[config.mk]
export PLATFORM = sky130hd
export DESIGN_NAME = osc_ctrl_reg
export DESIGN_NICKNAME = d
export VERILOG_FILES = /design/src/rtl/osc_ctrl_pkg.sv /design/src/rtl/osc_status_bits.sv /design/src/rtl/osc_swreq_bit.sv /design/src/rtl/osc_trim_sel.sv /design/src/rtl/osc_ctrl_reg.sv
export SDC_FILE = /design/constraint.sdc
export NUM_CORES = 1
export LEC_CHECK = 0
export ABC_AREA = 1
export BUFFER_PORTS_ARGS = -buffer_cell sky130_fd_sc_hd__buf_2
export CAP_MARGIN = 40
export CORE_AREA = 2 2 48 50
export CTS_CLUSTER_DIAMETER = 100
export DETAILED_ROUTE_END_ITERATION = 16
export DIE_AREA = 0 0 50 52
export GPL_TIMING_DRIVEN = 0
export MAX_ROUTING_LAYER = met4
export PLACE_DENSITY = 0.74
export SYNTH_ARGS = -nofsm -noshare
export SYNTH_HDL_FRONTEND = slang
export SYNTH_SLANG_ARGS = --single-unit
[constraint.sdc]
create_clock -name clk -period 1.3 [get_ports clk]
set_input_delay 0.26 -clock clk [delete_from_list [all_inputs] [get_ports clk]]
set_output_delay 0.26 -clock clk [all_outputs]
set_load 0.05 [all_outputs]
[src/rtl/osc_ctrl_pkg.sv]
package osc_ctrl_pkg;

  // Bit positions of the software-visible register byte
  localparam int BIT_REQ  = 0;
  localparam int BIT_NONE = 1;
  localparam int BIT_TSEQ = 2;
  localparam int BIT_CF   = 3;
  localparam int BIT_DITH = 4;
  localparam int BIT_LOCK = 5;
  localparam int MIN_DATA_W = 6;

  // Hardware event pulses, one cycle wide, synchronous to clk
  typedef struct packed {
    logic sw_start;
    logic sw_done;
    logic sw_redundant;
    logic lock_gain;
    logic lock_lost;
    logic fail_detect;
    logic fsm_to_rc;
  } osc_evt_t;

endpackage

[src/rtl/osc_status_bits.sv]
module osc_status_bits
  import osc_ctrl_pkg::*;
(
  input  logic     clk,
  input  logic     rst_n,
  input  osc_evt_t evt,
  input  logic     wr_en,
  input  logic     wr_cf_bit,
  output logic     lock_q,
  output logic     cf_q
);

  logic lock_d, lock_en;
  logic cf_d, cf_en;
  logic lock_clr, cf_sw_clr, cf_clr;

  // Lock state: clear events outrank a gain
  assign lock_clr = evt.sw_start | evt.lock_lost;
  assign lock_en  = lock_clr | evt.lock_gain;

  always_comb begin
    lock_d = lock_q;
    if (lock_clr) begin
      lock_d = 1'b0;
    end else if (evt.lock_gain) begin
      lock_d = 1'b1;
    end
  end

  // Clock-fail flag: monitor set outranks every clear, software can only clear
  assign cf_sw_clr = wr_en & ~wr_cf_bit;
  assign cf_clr    = evt.sw_start | cf_sw_clr;
  assign cf_en     = cf_clr | evt.fail_detect;

  always_comb begin
    cf_d = cf_q;
    if (evt.fail_detect) begin
      cf_d = 1'b1;
    end else if (cf_clr) begin
      cf_d = 1'b0;
    end
  end

  always_ff @(posedge clk or negedge rst_n) begin
    if (!rst_n) begin
      lock_q <= 1'b0;
    end else if (lock_en) begin
      lock_q <= lock_d;
    end
  end

  always_ff @(posedge clk or negedge rst_n) begin
    if (!rst_n) begin
      cf_q <= 1'b0;
    end else if (cf_en) begin
      cf_q <= cf_d;
    end
  end

endmodule

[src/rtl/osc_swreq_bit.sv]
module osc_swreq_bit
  import osc_ctrl_pkg::*;
(
  input  logic     clk,
  input  logic     rst_n,
  input  osc_evt_t evt,
  input  logic     wr_en,
  input  logic     wr_req_bit,
  output logic     req_q
);

  logic req_d, req_en;
  logic hw_clr, sw_set;

  assign hw_clr = evt.sw_done | evt.sw_redundant | evt.fsm_to_rc;
  assign sw_set = wr_en & wr_req_bit;
  assign req_en = hw_clr | sw_set;

  // A hardware clear outranks a software request in the same cycle
  always_comb begin
    req_d = req_q;
    if (hw_clr) begin
      req_d = 1'b0;
    end else if (sw_set) begin
      req_d = 1'b1;
    end
  end

  always_ff @(posedge clk or negedge rst_n) begin
    if (!rst_n) begin
      req_q <= 1'b0;
    end else if (req_en) begin
      req_q <= req_d;
    end
  end

endmodule

[src/rtl/osc_trim_sel.sv]
module osc_trim_sel #(
  parameter int TUNE_W   = 4,
  parameter int NUM_TUNE = 8,
  parameter int ROLL_W   = $clog2(NUM_TUNE)
) (
  input  logic [TUNE_W*NUM_TUNE-1:0] tune_fields,
  input  logic [ROLL_W-1:0]          roll_idx,
  input  logic                       seq_en,
  output logic [TUNE_W-1:0]          trim
);

  localparam int SLOTS = 1 << ROLL_W;

  logic [TUNE_W-1:0] field [SLOTS];
  logic [TUNE_W-1:0] rolled;

  // Unpack the fields; slots past NUM_TUNE fall back to the base field
  genvar g;
  generate
    for (g = 0; g < SLOTS; g++) begin : g_field
      if (g < NUM_TUNE) begin : g_real
        assign field[g] = tune_fields[g*TUNE_W +: TUNE_W];
      end else begin : g_pad
        assign field[g] = tune_fields[TUNE_W-1:0];
      end
    end
  endgenerate

  assign rolled = field[roll_idx];

  always_comb begin
    if (seq_en) begin
      trim = rolled;
    end else begin
      trim = field[0];
    end
  end

endmodule

[src/rtl/osc_ctrl_reg.sv]
module osc_ctrl_reg
  import osc_ctrl_pkg::*;
#(
  parameter int DATA_W   = 8,
  parameter int TUNE_W   = 4,
  parameter int NUM_TUNE = 8,
  parameter int ROLL_W   = $clog2(NUM_TUNE)
) (
  input  logic                       clk,
  input  logic                       rst_n,
  input  logic                       wr_en,
  input  logic [DATA_W-1:0]          wr_data,
  output logic [DATA_W-1:0]          rd_data,
  input  logic                       ev_sw_start,
  input  logic                       ev_sw_done,
  input  logic                       ev_sw_redundant,
  input  logic                       ev_lock_gain,
  input  logic                       ev_lock_lost,
  input  logic                       ev_fail_detect,
  input  logic                       ev_fsm_to_rc,
  input  logic                       pll_is_sysclk,
  input  logic [TUNE_W*NUM_TUNE-1:0] tune_fields,
  input  logic [ROLL_W-1:0]          roll_idx,
  output logic [TUNE_W-1:0]          trim_out,
  output logic                       dither_en,
  output logic                       tseq_en,
  output logic                       sw_req
);

  osc_evt_t evt;
  logic     lock_q, cf_q, req_q;
  logic     dith_q, dith_d;
  logic     tseq_q, tseq_d;
  logic     ctrl_en;

  assign evt = '{sw_start:     ev_sw_start,
                 sw_done:      ev_sw_done,
                 sw_redundant: ev_sw_redundant,
                 lock_gain:    ev_lock_gain,
                 lock_lost:    ev_lock_lost,
                 fail_detect:  ev_fail_detect,
                 fsm_to_rc:    ev_fsm_to_rc};

  osc_status_bits u_status (
    .clk       (clk),
    .rst_n     (rst_n),
    .evt       (evt),
    .wr_en     (wr_en),
    .wr_cf_bit (wr_data[BIT_CF]),
    .lock_q    (lock_q),
    .cf_q      (cf_q)
  );

  osc_swreq_bit u_swreq (
    .clk        (clk),
    .rst_n      (rst_n),
    .evt        (evt),
    .wr_en      (wr_en),
    .wr_req_bit (wr_data[BIT_REQ]),
    .req_q      (req_q)
  );

  // Plain read/write control bits
  assign ctrl_en = wr_en;

  always_comb begin
    dith_d = wr_data[BIT_DITH];
    tseq_d = wr_data[BIT_TSEQ];
  end

  always_ff @(posedge clk or negedge rst_n) begin
    if (!rst_n) begin
      dith_q <= 1'b0;
      tseq_q <= 1'b0;
    end else if (ctrl_en) begin
      dith_q <= dith_d;
      tseq_q <= tseq_d;
    end
  end

  osc_trim_sel #(
    .TUNE_W   (TUNE_W),
    .NUM_TUNE (NUM_TUNE),
    .ROLL_W   (ROLL_W)
  ) u_trim (
    .tune_fields (tune_fields),
    .roll_idx    (roll_idx),
    .seq_en      (tseq_q),
    .trim        (trim_out)
  );

  // Read view: lock hidden unless the PLL drives the system clock
  always_comb begin
    rd_data           = '0;
    rd_data[BIT_LOCK] = lock_q & pll_is_sysclk;
    rd_data[BIT_DITH] = dith_q;
    rd_data[BIT_CF]   = cf_q;
    rd_data[BIT_TSEQ] = tseq_q;
    rd_data[BIT_NONE] = 1'b0;
    rd_data[BIT_REQ]  = req_q;
  end

  assign dither_en = dith_q;
  assign tseq_en   = tseq_q;
  assign sw_req    = req_q;

endmodule

==> run_results.csv <==
group,metric,value,unit
power,pwr-share-seq,21.6,%
cells_and_area,final_cell_area,1190,sq um
place,pre_cts_slack,-0.180,ns
synth,synth.area.top_cells,"nand2_1 28%, dfrtp_1 18%, nand3_1 17%",
synth,synth_seq_cells,5,
setup_path,crit_path_start,"tseq_en",
routing,drt_iter0_markers,8,
global_route,antenna_found_initial,0,
clock_network,cts_buffer_depth,2,
sta,hold_viol,0,
routing,antenna_left,0,
synth,ys_warn_count,0,
synth,synth_edf_count,0,
cells_and_area,nets,256,
floorplanning,io_pins,69,
synth,yosys-top-cells-count,"51 x nand2_1, 29 x inv_1, 24 x nand3_1, 8 x buf_4, 5 x dfrtp_1",
power,p_leak,0.785,nW
power,intPower,0.481,mW
synth,synth_top_area_share,27.5,%
routing,vias,957,
clock_network,htree_levels,1,
power,p_comb_share,57.0,%
clock_network,cts_sinks,5,
hold_path,worst_hold_path_type,"input pin to register",
cells_and_area,num-fill-cells,218,
sta,tns,-0.194,ns
global_route,grt_max_degree,11,
cells_and_area,synthToLayoutAreaGrowth,70.7,%
synth,synth_ff_type,"dfrtp_1",
global_route,first_global_vias,850,
routing,firstDrtPassIters,4,
place,io_buffers,59,
run_status,violations,"negative setup slack",
setup_path,setup.worst_path.start_class,"register",
sta,period_needed,1.36,ns
sta,grt_setup_unrepaired,"yes",
synth,synthDistinctLibCells,16,
place,dpl_cell_area,1040,sq um
routing,wire_per_inst,8.59,um
global_route,grt_use_total,17.1,%
setup_path,worstSetupPathType,"register to output pin",
sta,layout_setup_ws,-0.0566,ns
clock_network,clkLatencyLatePin,0.24,ns
power,switching_share,41.8,%
sta,clock_skew,0,ns
synth,seq_area_frac_synth,18.0,%
setup_path,reg2reg_from,"tseq_en",
power,p_total,0.828,mW
power,power_switching,0.346,mW
sta,clock.fmax,737,MHz
flow_run,maxCapViolCount,0,
power,peakVddDrop,0.000548,V
synth,synth.most_common_cell,"nand2_1",
synth,synth.avg_cell_area,5.27,sq um
setup_path,endpoint,"trim_out[2]",
floorplanning,rows,17,
hold_path,whs_path_depth,2,
cells_and_area,multi_input_area,400,sq um
cells_and_area,seq_area,126,sq um
clock_network,tritoncts,"done",
clock_network,clk_pin_slew,0.04,ns
cells_and_area,fin_util,56.4,%
place,dp_cells,221,
floorplanning,die-area,2600,sq um
floorplanning,core_area,2110,sq um
floorplanning,start_util,33.0,%
power,clkPwrFrac,21.3,%
routing,vias_per_cell,4.18,
run_status,outcome,"finished, violations left",
floorplanning,die_w,50,um
setup_path,timing.rr.end,"tseq_en",
sta,maxSlewViolCount,0,
setup_path,worst-path-max-fanout,7,
global_route,grt_pass1_wl,3.30,mm
clock_network,cts-root-buf,"clkbuf_4",
global_route,overflow,0,
place,gp_congestion,0.765,
synth,synth_area,696,sq um
synth,yosysTopAreaCell,"nand2_1",
sta,fin_crit_sh,104,%
cells_and_area,drive_gt1_share,44.8,%
place,dp_hpwl,1.55,mm
setup_path,worstRegToRegCells,4,
synth,async_flop_share,100,%
cells_and_area,fin_cells,229,
setup_path,end_kind,"output pin",
sta,setup_viol,4,
floorplanning,die_h,52,um
clock_network,cts_buffers,3,
setup_path,cp.arrival,1.10,ns
routing,drc,0,
setup_path,reg2reg_setup_slack,0.30,ns
synth,syn_inst,132,
cells_and_area,n_antenna_cell,0,
setup_path,cp.required,1.04,ns
routing,drt-total-wl,1.97,mm
power,p_per_area,697,nW/um^2
sta,hold_slack,0.170,ns
==> power groups by stage <==
| stage | logic, mW | clock network [mW] | registers [mW] |
|---|---|---|---|
| 2_1_floorplan | 0.257 | 0 | 0.199 |
| 3_3_place_gp | 0.402 | 0 | 0.179 |
| 3_5_place_dp | 0.403 | 0 | 0.179 |
| 4_1_cts | 0.460 | 0.190 | 0.179 |
| 5_1_grt | 0.511 | 0.199 | 0.182 |
| 6_report | 0.472 | 0.176 | 0.179 |
==> registers in the layout, summed over array words and instances, names as in the netlist <==
| register | count |
|---|---|
| dither_en | 1 |
| tseq_en | 1 |
| u_status.cf_q | 1 |
| u_status.lock_q | 1 |
| u_swreq.req_q | 1 |
==> how the worst min path moves through the flow <==
stage                          from              end  slack (ns)
floorplan                     rst_n        dither_en       -0.04
global placement              rst_n    u_swreq.req_q        0.08
detailed placement            rst_n    u_swreq.req_q        0.08
CTS                 ev_sw_redundant    u_swreq.req_q        0.15
global route           ev_lock_lost  u_status.lock_q        0.17
finish              ev_sw_redundant    u_swreq.req_q        0.17
==> cell type report <==
cell class	count	area share (%)
Sequential cell	5	10.6
Buffer	11	8.43
Clock buffer	4	2.21
Tap cell	28	2.95
Timing Repair Buffer	63	31.5
Inverter	30	10.5
Multi-Input combinational cell	88	33.7
==> cells by family (layout without fill, tap and decap cells) <==
logic type / Yosys count / in the layout / share of synthesized area, %
buf+inv: 41 / 108 / 29.1
other cells: 1 / 3 / 0.539
flops: 5 / 5 / 18.0
compound gates: 3 / 3 / 2.52
simple gates: 82 / 82 / 49.8
==> cells in the final DEF (no fill, tap or decap), types with 4 or more instances in the layout <==
cell	Yosys	layout
nand3_1	24	22
nand2_2	2	8
dfrtp_1	5	4
buf_6	2	5
nand2_1	51	45
inv_1	29	27
buf_2	1	55
buf_4	8	9
==> what timing repair did <==
action                                 4_1_cts  5_1_grt
endpoints found under the hold margin        5        0
setup endpoints to repair                    5        4
gates resized for setup                     22        7
cloned                                       1        0
pin swaps                                    5        2
buffers inserted                             1        1
hold buffers                                 1        0
==> worst max-delay path: stages, from the launching register on <==
cell	delay (ns)
dfrtp_2	0.47
inv_4	0.11
nand2_2	0.06
nand2_2	0.07
buf_8	0.15
==> routing by layer <==
layer | part of all wire, % | global-route usage, % | wire length [um]
met1 | 42 | 19.4 | 817
met2 | 49 | 29.8 | 969
met3 | 8.4 | 1.15 | 166
met4 | 0.66 | 9.72 | 13
met5 | 0 | - | 0
(Power assumes the default switching activity.)
